`config.mk`:
```
export PLATFORM = sky130hd
export DESIGN_NAME = qt_adder
export DESIGN_NICKNAME = d
export VERILOG_FILES = /design/src/rtl/qt_adder_pkg.sv /design/src/rtl/qt_pg_stage.sv /design/src/rtl/qt_sparse_tree.sv /design/src/rtl/qt_cond_carry.sv /design/src/rtl/qt_cond_sum.sv /design/src/rtl/qt_adder.sv
export SDC_FILE = /design/constraint.sdc
export NUM_CORES = 1
export LEC_CHECK = 0
export ABC_AREA = 1
export ABC_CLOCK_PERIOD_IN_PS = 3900
export BUFFER_PORTS_ARGS = -buffer_cell sky130_fd_sc_hd__clkbuf_2
export CAP_MARGIN = 30
export CORE_UTILIZATION = 39
export DETAILED_ROUTE_END_ITERATION = 6
export PLACE_DENSITY = 0.83
export REMOVE_ABC_BUFFERS = 1
export SETUP_SLACK_MARGIN = 0.3
export SYNTH_ARGS = -nofsm -noshare
export SYNTH_HDL_FRONTEND = slang
export SYNTH_SLANG_ARGS = --single-unit
```
`constraint.sdc`:
```
create_clock -name vclk -period 3.9
set_input_delay 0.195 -clock vclk [all_inputs]
set_output_delay 0.195 -clock vclk [all_outputs]
set_load 0.03 [all_outputs]
```
`src/rtl/qt_adder_pkg.sv`:
```
package qt_adder_pkg;
  localparam int unsigned NIB_W = 4;

  typedef struct packed {
    logic prop;
    logic gen;
  } pgPair_t;
endpackage

```
`src/rtl/qt_pg_stage.sv`:
```
module qt_pg_stage
  import qt_adder_pkg::*;
#(
  parameter int unsigned WIDTH = 64
) (
  input  logic [WIDTH-1:0]                 opA,
  input  logic [WIDTH-1:0]                 opB,
  output pgPair_t [WIDTH/NIB_W-1:0]        nibPg
);
  localparam int unsigned NUM_NIB = WIDTH / NIB_W;

  for (genvar n = 0; n < NUM_NIB; n++) begin : gNib
    logic [NIB_W-1:0] bitP;
    logic [NIB_W-1:0] bitG;
    assign bitP = opA[n*NIB_W +: NIB_W] ^ opB[n*NIB_W +: NIB_W];
    assign bitG = opA[n*NIB_W +: NIB_W] & opB[n*NIB_W +: NIB_W];

    always_comb begin
      logic runG;
      runG = 1'b0;
      for (int i = 0; i < NIB_W; i++) begin
        runG = bitG[i] | (bitP[i] & runG);
      end
      nibPg[n].gen  = runG;
      nibPg[n].prop = &bitP;
    end
  end
endmodule

```
`src/rtl/qt_sparse_tree.sv`:
```
module qt_sparse_tree
  import qt_adder_pkg::*;
#(
  parameter int unsigned NUM_GRP     = 4,
  parameter int unsigned NIB_PER_GRP = 4
) (
  input  pgPair_t [(NUM_GRP-1)*NIB_PER_GRP-1:0] lowPg,
  input  logic                                  carryIn,
  output logic    [NUM_GRP-1:0]                 critCarry
);
  logic [NUM_GRP-2:0] grpP;
  logic [NUM_GRP-2:0] grpG;

  for (genvar k = 0; k < NUM_GRP - 1; k++) begin : gGrp
    always_comb begin
      logic accP;
      logic accG;
      accP = 1'b1;
      accG = 1'b0;
      for (int j = 0; j < NIB_PER_GRP; j++) begin
        accG = lowPg[k*NIB_PER_GRP+j].gen | (lowPg[k*NIB_PER_GRP+j].prop & accG);
        accP = accP & lowPg[k*NIB_PER_GRP+j].prop;
      end
      grpP[k] = accP;
      grpG[k] = accG;
    end
  end

  assign critCarry[0] = carryIn;
  for (genvar k = 1; k < NUM_GRP; k++) begin : gCrit
    assign critCarry[k] = grpG[k-1] | (grpP[k-1] & critCarry[k-1]);
  end
endmodule

```
`src/rtl/qt_cond_carry.sv`:
```
module qt_cond_carry
  import qt_adder_pkg::*;
#(
  parameter int unsigned NUM_GRP     = 4,
  parameter int unsigned NIB_PER_GRP = 4
) (
  input  pgPair_t [NUM_GRP*NIB_PER_GRP-1:0] nibPg,
  input  logic    [NUM_GRP-1:0]             critCarry,
  output logic    [NUM_GRP*NIB_PER_GRP-1:0] nibCarry,
  output logic                              carryOut
);
  for (genvar k = 0; k < NUM_GRP; k++) begin : gGrp
    logic [NIB_PER_GRP:0] cond0;
    logic [NIB_PER_GRP:0] cond1;
    assign cond0[0] = 1'b0;
    assign cond1[0] = 1'b1;

    for (genvar j = 0; j < NIB_PER_GRP; j++) begin : gRip
      assign cond0[j+1] = nibPg[k*NIB_PER_GRP+j].gen | (nibPg[k*NIB_PER_GRP+j].prop & cond0[j]);
      assign cond1[j+1] = nibPg[k*NIB_PER_GRP+j].gen | (nibPg[k*NIB_PER_GRP+j].prop & cond1[j]);
    end

    assign nibCarry[k*NIB_PER_GRP] = critCarry[k];
    for (genvar j = 1; j < NIB_PER_GRP; j++) begin : gSel
      assign nibCarry[k*NIB_PER_GRP+j] = critCarry[k] ? cond1[j] : cond0[j];
    end

    if (k == NUM_GRP - 1) begin : gTop
      assign carryOut = critCarry[k] ? cond1[NIB_PER_GRP] : cond0[NIB_PER_GRP];
    end
  end
endmodule

```
`src/rtl/qt_cond_sum.sv`:
```
module qt_cond_sum
  import qt_adder_pkg::*;
(
  input  logic [NIB_W-1:0] nibA,
  input  logic [NIB_W-1:0] nibB,
  input  logic             nibCin,
  output logic [NIB_W-1:0] nibSum
);
  logic [NIB_W-1:0] sumIf0;
  logic [NIB_W-1:0] sumIf1;

  always_comb begin
    logic rc0;
    logic rc1;
    rc0 = 1'b0;
    rc1 = 1'b1;
    for (int i = 0; i < NIB_W; i++) begin
      sumIf0[i] = nibA[i] ^ nibB[i] ^ rc0;
      sumIf1[i] = nibA[i] ^ nibB[i] ^ rc1;
      rc0 = (nibA[i] & nibB[i]) | ((nibA[i] ^ nibB[i]) & rc0);
      rc1 = (nibA[i] & nibB[i]) | ((nibA[i] ^ nibB[i]) & rc1);
    end
  end

  assign nibSum = nibCin ? sumIf1 : sumIf0;
endmodule

```
`src/rtl/qt_adder.sv`:
```
module qt_adder
  import qt_adder_pkg::*;
#(
  parameter int unsigned WIDTH = 64,
  parameter int unsigned GRP_W = 16
) (
  input  logic [WIDTH-1:0] opA,
  input  logic [WIDTH-1:0] opB,
  input  logic             carryIn,
  output logic [WIDTH-1:0] sumOut,
  output logic             carryOut
);
  localparam int unsigned NUM_NIB     = WIDTH / NIB_W;
  localparam int unsigned NUM_GRP     = WIDTH / GRP_W;
  localparam int unsigned NIB_PER_GRP = GRP_W / NIB_W;
  localparam int unsigned LOW_NIB     = (NUM_GRP - 1) * NIB_PER_GRP;

  pgPair_t [NUM_NIB-1:0] nibPg;
  logic    [NUM_GRP-1:0] critCarry;
  logic    [NUM_NIB-1:0] nibCarry;

  qt_pg_stage #(.WIDTH(WIDTH)) pg_i (
    .opA   (opA),
    .opB   (opB),
    .nibPg (nibPg)
  );

  qt_sparse_tree #(.NUM_GRP(NUM_GRP), .NIB_PER_GRP(NIB_PER_GRP)) tree_i (
    .lowPg     (nibPg[LOW_NIB-1:0]),
    .carryIn   (carryIn),
    .critCarry (critCarry)
  );

  qt_cond_carry #(.NUM_GRP(NUM_GRP), .NIB_PER_GRP(NIB_PER_GRP)) icg_i (
    .nibPg     (nibPg),
    .critCarry (critCarry),
    .nibCarry  (nibCarry),
    .carryOut  (carryOut)
  );

  for (genvar n = 0; n < NUM_NIB; n++) begin : gSum
    qt_cond_sum sum_i (
      .nibA   (opA[n*NIB_W +: NIB_W]),
      .nibB   (opB[n*NIB_W +: NIB_W]),
      .nibCin (nibCarry[n]),
      .nibSum (sumOut[n*NIB_W +: NIB_W])
    );
  end
endmodule

```
==> summary.txt, run 1 <==
Yosys
  – Mapped Area: 3040 um2
  – Sequential cell area fraction in the yosys report: 0
  – Synth top cells by count: 80 x ha_1, 54 x inv_1, 53 x nand2_1
  – Post-synth cell types: 28
  – Area leader, netlist: ha_1
  – Mapped Avg Cell Area: 8.14 um2
  – Most common cell in the netlist: ha_1
  – Mapped Cells: 373
  – Top cells by area, synth: ha_1 33%, fa_1 21%, xor2_1 8.1%, inv_1 6.7%, nand2_1 6.6%
  – Ys Warns: 0
  – Top-area cell type share of the netlist area: 0.330

Layout
  – Clkbuf count: 0
  – FILL cells: a little under 700
  – Share of cells above drive strength 1: 0.394
  – Reg area: 0 um2
  – Ant diodes: 0
  – Seq Cell Count: 0
  – Area Growth Syn to Fin: 37.6%
  – Fin nets: between 800 and 900

Power and ir drop
  – Clock Power Share: 0
  – Switching power: 641 uW
  – Combinational share of power: 1.000
  – Switching Share: 0.667
  – Internal Power: around 320 uW
  – Power per Cell Area: 230 nW/um2
  – Peak supply drop: around 0.00014 V
  – Leakage power: ~0.0025 uW
  – Flop pwr share: 0

Floorplan
  – Std cell rows: 31
  – Die area: around 8000 um2
  – I/O pins: between 150 and 200
  – Die W: approximately 90 um
  – Die H: 90.2 um
  – CORE AREA: 7370 um2
  – Initial core utilization: 0.412

Place
  – GP Congestion: a little under 0.9
  – Port bufs: 194
  – Dpl hpwl: 7590 um
  – Pre-CTS setup slack: around 0.45 ns

Setup path
  – Critical path fanouts, max: 5
  – Crit path kind: in -> out
  – Crit path capture type: output port
  – Startpoint types: input port
  – Worst EP required: approximately 3.7 ns
  – Crit path DAT: 3.20 ns

STA
  – Tcrit/Tclk final: 0.871
  – Slew Viols, Final: 0
  – Worst Tran Pin Value: 0.394 ns
  – Fin worst setup slack: 0.504 ns
  – Final number of setup-violating endpoints: 0
  – Fmax: 0.294 GHz
  – RSZ-0062 raised after global routing: false
  – Minimum clock period: roughly 3.4 ns
  – Fin Setup TNS: 0 ns
  – Slew Limit Headroom: 0.734
  – Final hold vios: 0

Global routing
  – Number of global-route vias before repair: between 3,000 and 4,000
  – Largest net degree at the start of global routing: 6
  – GRT overflow: 0
  – Total track usage: 0.190
  – First-pass GRT wire length: roughly 13,000 um
  – Initial antenna violation count: 0

Detailed routing
  – DRC viols: 0
  – Vias: 3,222
  – Final wirelength: 7960 um
  – DRT iter0 DRCs: 53
  – Routed len/inst: 11.9 um
  – Routed Antenna Nets: 0
  – TritonRoute pass-1 iters: 4
  – Via density: 4.83

Hold path
  – Hold crit path type: in -> out
  – Hold Crit Depth: 3
  – Hold EP: sumOut[0]
  – Hold Startpoint: carryIn

Outcome
  – Run status: finished clean

Job
  – Max-Cap Viols: 0

CTS
  – Hold_buf cts: 0
==> metrics by stage <==
| step | cell area [um2] | instances | total power (uW) | util | hold WS [ns] |
|---|---|---|---|---|---|
| floorplan | 3040 | 373 | 696 | - | 0.566 |
| global placement | 4130 | 666 | 936 | 0.560 | 0.717 |
| detailed placement | 4130 | 666 | 958 | 0.560 | 0.720 |
| CTS | 4130 | 666 | 961 | 0.560 | 0.720 |
| global route | 4180 | 667 | 1050 | 0.567 | 0.731 |
| finish | 4180 | 667 | 961 | 0.567 | 0.720 |
==> logic make-up after synthesis <==
group | synth area share
AO/OA/AOI/OAI | 0.119
XOR/XNOR | 0.0895
adder cells (fa/ha/maj) | 0.541
buffers and inverters | 0.0668
AND/OR/NAND/NOR | 0.184
==> metal layers <==
layer / track usage / vias to the layer above / part of all wire / routed length [um]
met5: 0 / - / 0 / 0
met4: 0.0215 / 0 / 0.013 / 104
met3: 0.0118 / 10 / 0.039 / 314
met2: 0.399 / 99 / 0.56 / 4430
met1: 0.208 / 1483 / 0.39 / 3110
li1: - / 1630 / - / -
==> critical path, cell delays in order <==
cell,delay (ns)
clkbuf_2,0.10
inv_1,0.04
ha_1,0.30
nand4_1,0.16
nor3_2,0.22
nand2_1,0.11
nor2_2,0.12
nand3_2,0.11
nand2_4,0.13
nand2_4,0.06
nand2_4,0.09
nand2_2,0.05
nand3_2,0.07
nand2_4,0.07
nand2_4,0.07
nand2_2,0.06
nand2_1,0.07
nand2_1,0.06
fa_1,0.37
fa_1,0.39
xor2_1,0.17
buf_4,0.18
==> how the worst max path moves through the flow <==
stage                       start          to  slack (ns)  cells after the start
after detailed placement  opA[16]  sumOut[63]        0.45                     22
after floorplan           opA[39]  sumOut[63]        0.71                     17
after CTS                 opA[16]  sumOut[63]        0.44                     22
final                     opA[16]  sumOut[63]        0.50                     22
after global placement    opA[16]  sumOut[63]        0.51                     22
after global routing      opB[16]  sumOut[63]        0.29                     22
==> cell type report <==
| type | count | area (um2) | share of cell area |
|---|---|---|---|
| multi-input cells | 319 | 2870 | 0.687 |
| repair buffers | 195 | 981 | 0.235 |
| inverters | 54 | 203 | 0.0485 |
| well taps | 99 | 124 | 0.0296 |
==> what timing repair did <==
| action | CTS | global route |
|---|---|---|
| gates resized for setup | 0 | 9 |
| endpoints found under the hold margin | 0 | 0 |
| buffers inserted | 0 | 1 |
| endpoints found under the setup margin | 0 | 2 |
==> power groups by stage <==
stage / registers [uW] / clock network, uW / logic (uW)
CTS: 0 / 0 / 961
detailed placement: 0 / 0 / 958
global placement: 0 / 0 / 936
finish: 0 / 0 / 961
floorplan: 0 / 0 / 696
global route: 0 / 0 / 1050
==> cells in the final DEF, fill, tap and decap left out <==
| master | count |
|---|---|
| a21o_1 | 1 |
| a21o_2 | 1 |
| a21oi_1 | 33 |
| a21oi_2 | 5 |
| a31o_2 | 1 |
| a41oi_1 | 1 |
| buf_4 | 2 |
| clkbuf_2 | 193 |
| fa_1 | 32 |
| ha_1 | 78 |
| ha_4 | 2 |
| inv_1 | 54 |
| nand2_1 | 53 |
| nand2_2 | 2 |
| nand2_4 | 5 |
| nand3_1 | 15 |
| nand3_2 | 4 |
| nand3b_1 | 1 |
| nand4_1 | 7 |
| nor2_1 | 22 |
| nor2_2 | 4 |
| nor2_4 | 1 |
| nor3_2 | 1 |
| o21a_1 | 1 |
| o21ai_0 | 8 |
| o21ai_1 | 1 |
| o21ai_2 | 2 |
| o21bai_1 | 6 |
| o21bai_2 | 1 |
| xnor2_1 | 3 |
| xor2_1 | 28 |
Note: power is estimated with default switching activity, not from simulation.
==> run 2, diff against run 1 <==
--- a/config.mk
+++ b/config.mk
@@ -11,9 +11,10 @@
 export CAP_MARGIN = 30
 export CORE_UTILIZATION = 39
 export DETAILED_ROUTE_END_ITERATION = 6
-export PLACE_DENSITY = 0.83
+export PLACE_DENSITY = 0.78
 export REMOVE_ABC_BUFFERS = 1
 export SETUP_SLACK_MARGIN = 0.3
 export SYNTH_ARGS = -nofsm -noshare
 export SYNTH_HDL_FRONTEND = slang
+export SYNTH_HIERARCHICAL = 1
 export SYNTH_SLANG_ARGS = --single-unit
==> summary.txt, run 2 <==
Outcome
  – Run status: finished clean

STA
  – WHS: 0.782 ns (+0.0616 ns)
  – Fin Setup TNS: 0 ns (unchanged)
  – RSZ-0062 raised after global routing: false
  – Minimum clock period: 3.33 ns (-0.0659 ns)
  – Final hold vios: 0 (unchanged)
  – Fmax: 0.300 GHz (+2.0%)
  – Final number of setup-violating endpoints: 0 (unchanged)
  – Tcrit/Tclk final: 0.854 (-0.0169)
  – Slew Limit Headroom: 0.822 (+0.0873)
  – Slew Viols, Final: 0 (unchanged)
  – Worst Tran Pin Value: 0.265 ns (-0.130 ns)
  – Fin worst setup slack: 0.569 ns (+0.0659 ns)

Floorplan
  – Die H: 100 um (+11%)
  – Initial core utilization: 0.406 (-0.00636)
  – Die area: 10,100 um2 (+23%)
  – I/O pins: 194 (unchanged)
  – Die W: 100 um (+11%)
  – CORE AREA: 9280 um2 (+26%)
  – Std cell rows: 35 (+13%)

Power and ir drop
  – Peak supply drop: 0.000105 V (-27%)
  – Combinational share of power: 1.000 (about the same)
  – Power per Cell Area: 198 nW/um2 (-14%)
  – Design Power: 955 uW (-0.55%)
  – Clock Power Share: 0 (unchanged)
  – Switching Share: 0.659 (-0.00790)
  – Switching power: 630 uW (-1.7%)
  – Leakage power: 0.00302 uW (+23%)
  – Flop pwr share: 0 (unchanged)
  – Internal Power: 326 uW (+1.8%)

Layout
  – Reg area: 0 um2 (unchanged)
  – Clkbuf count: 0 (unchanged)
  – Share of cells above drive strength 1: 0.309 (-0.0854)
  – Most common cell after layout, fill and taps aside: clkbuf_2
  – Most frequent cells in the layout: 189 x clkbuf_2, 139 x nand2_1, 97 x inv_1, 95 x ha_1, 46 x a21oi_1
  – Seq Cell Count: 0 (unchanged)
  – Layout Cells excl Fill: 854 (+28%)
  – Ant diodes: 0 (unchanged)
  – Fin nets: 984 (+21%)
  – Area Growth Syn to Fin: 27.9%

Yosys
  – Post-synth cell types: 14 (-50%)
  – Synth top cells by count: 141 x nand2_1, 97 x inv_1, 96 x ha_1
  – Sequential cell area fraction in the yosys report: 0 (unchanged)
  – Mapped Cells: 549 (+47%)
  – Top cells by area, synth: ha_1 32%, fa_1 17%, nand2_1 14%, inv_1 9.7%, a21oi_1 6.1%
  – Mapped Avg Cell Area: 6.86 um2 (-16%)
  – Most common cell in the netlist: nand2_1
  – Mapped Area: 3760 um2 (+24%)
  – Ys Warns: 6 (+6)
  – Area leader, netlist: ha_1
  – Top-area cell type share of the netlist area: 0.319 (-0.0107)

Setup path
  – CP max stage delay: 0.39 ns (about the same)
  – Critical path's most frequent cell: nand2_1
  – Cell family with most CP delay: simple AND/OR/NAND/NOR gates
  – Crit path capture type: output port
  – Critical path fanouts, max: 5 (unchanged)
  – Worst path buffer plus inverter count: 3 (unchanged)
  – Worst EP required: 3.70 ns (about the same)
  – Crit path kind: in -> out
  – Crit path DAT: 3.14 ns (-0.06 ns)
  – Startpoint types: input port
  – CP max-delay cell: fa_1

Detailed routing
  – Final wirelength: 8540 um (+7.3%)
  – Vias: 3,818 (+18%)
  – Routed Antenna Nets: 0 (unchanged)
  – Routed len/inst: 9.99 um (-16%)
  – TritonRoute pass-1 iters: 4 (unchanged)
  – DRT iter0 DRCs: 79 (+49%)
  – DRC viols: 0 (unchanged)
  – Via density: 4.47 (-7.4%)

Place
  – GP Congestion: 0.780 (-11%)
  – Pre-CTS setup slack: 0.309 ns (-0.139 ns)
  – Dpl hpwl: 8130 um (+7.1%)
  – Placed insts: 851 (+28%)
  – Port bufs: 194 (unchanged)

CTS
  – Hold_buf cts: 0 (unchanged)

Global routing
  – Number of global-route vias before repair: 3,511 (+10%)
  – Initial antenna violation count: 0 (unchanged)
  – GRT overflow: 0 (unchanged)
  – Total track usage: 0.165 (-0.0241)
  – First-pass GRT wire length: 14,100 um (+6.7%)
  – Largest net degree at the start of global routing: 6 (unchanged)

Hold path
  – Hold crit path type: in -> out

Job
  – Max-Cap Viols: 0 (unchanged)
run 2: path summary, 6_finish.rpt:
| kind | start | to | slack (ns) | cells after the start |
|---|---|---|---|---|
| max | opA[1] | sumOut[47] | 0.57 | 26 |
| min | carryIn | sumOut[0] | 0.78 | 3 |
run 2: layer usage:
| metal | wire length (um) | global-route usage | up-vias |
|---|---|---|---|
| met3 | 521 | 0.0181 | 0 |
| li1 | - | - | 2064 |
| met5 | 0 | 0 | - |
| met4 | 0 | 0 | 0 |
| met2 | 4540 | 0.342 | 105 |
| met1 | 3480 | 0.189 | 1649 |
run 2: per-stage QoR:
step / util / cell area (um2)
floorplan: - / 3610
global placement: 0.511 / 4740
detailed placement: 0.511 / 4740
CTS: 0.511 / 4740
global route: 0.519 / 4810
finish: 0.519 / 4810
run 2: cell type report:
type	count	area, um2
fill	962	4470
inverter	97	364
multi-input combinational	431	3280
tap	129	161
timing repair buffer	197	1010
run 2: power by group through the flow:
stage	registers, uW	clock network [uW]	logic (uW)
3_5_place_dp	0	0	945
3_3_place_gp	0	0	928
5_1_grt	0	0	1070
4_1_cts	0	0	949
6_report	0	0	955
2_1_floorplan	0	0	681
run 2: cells by family after synthesis:
| logic type | Yosys count | synth area share |
|---|---|---|
| buffers and inverters | 118 | 0.139 |
| AOI/OAI and AO/OA | 67 | 0.0944 |
| xor gates and xnor gates | 16 | 0.0372 |
| and+or+nand+nor | 220 | 0.241 |
| adders and majority gates | 128 | 0.489 |
run 2: timing repair:
| item | CTS | global route |
|---|---|---|
| setup endpoints to repair | 0 | 10 |
| gates resized for setup | 0 | 25 |
| setup buffers | 0 | 3 |
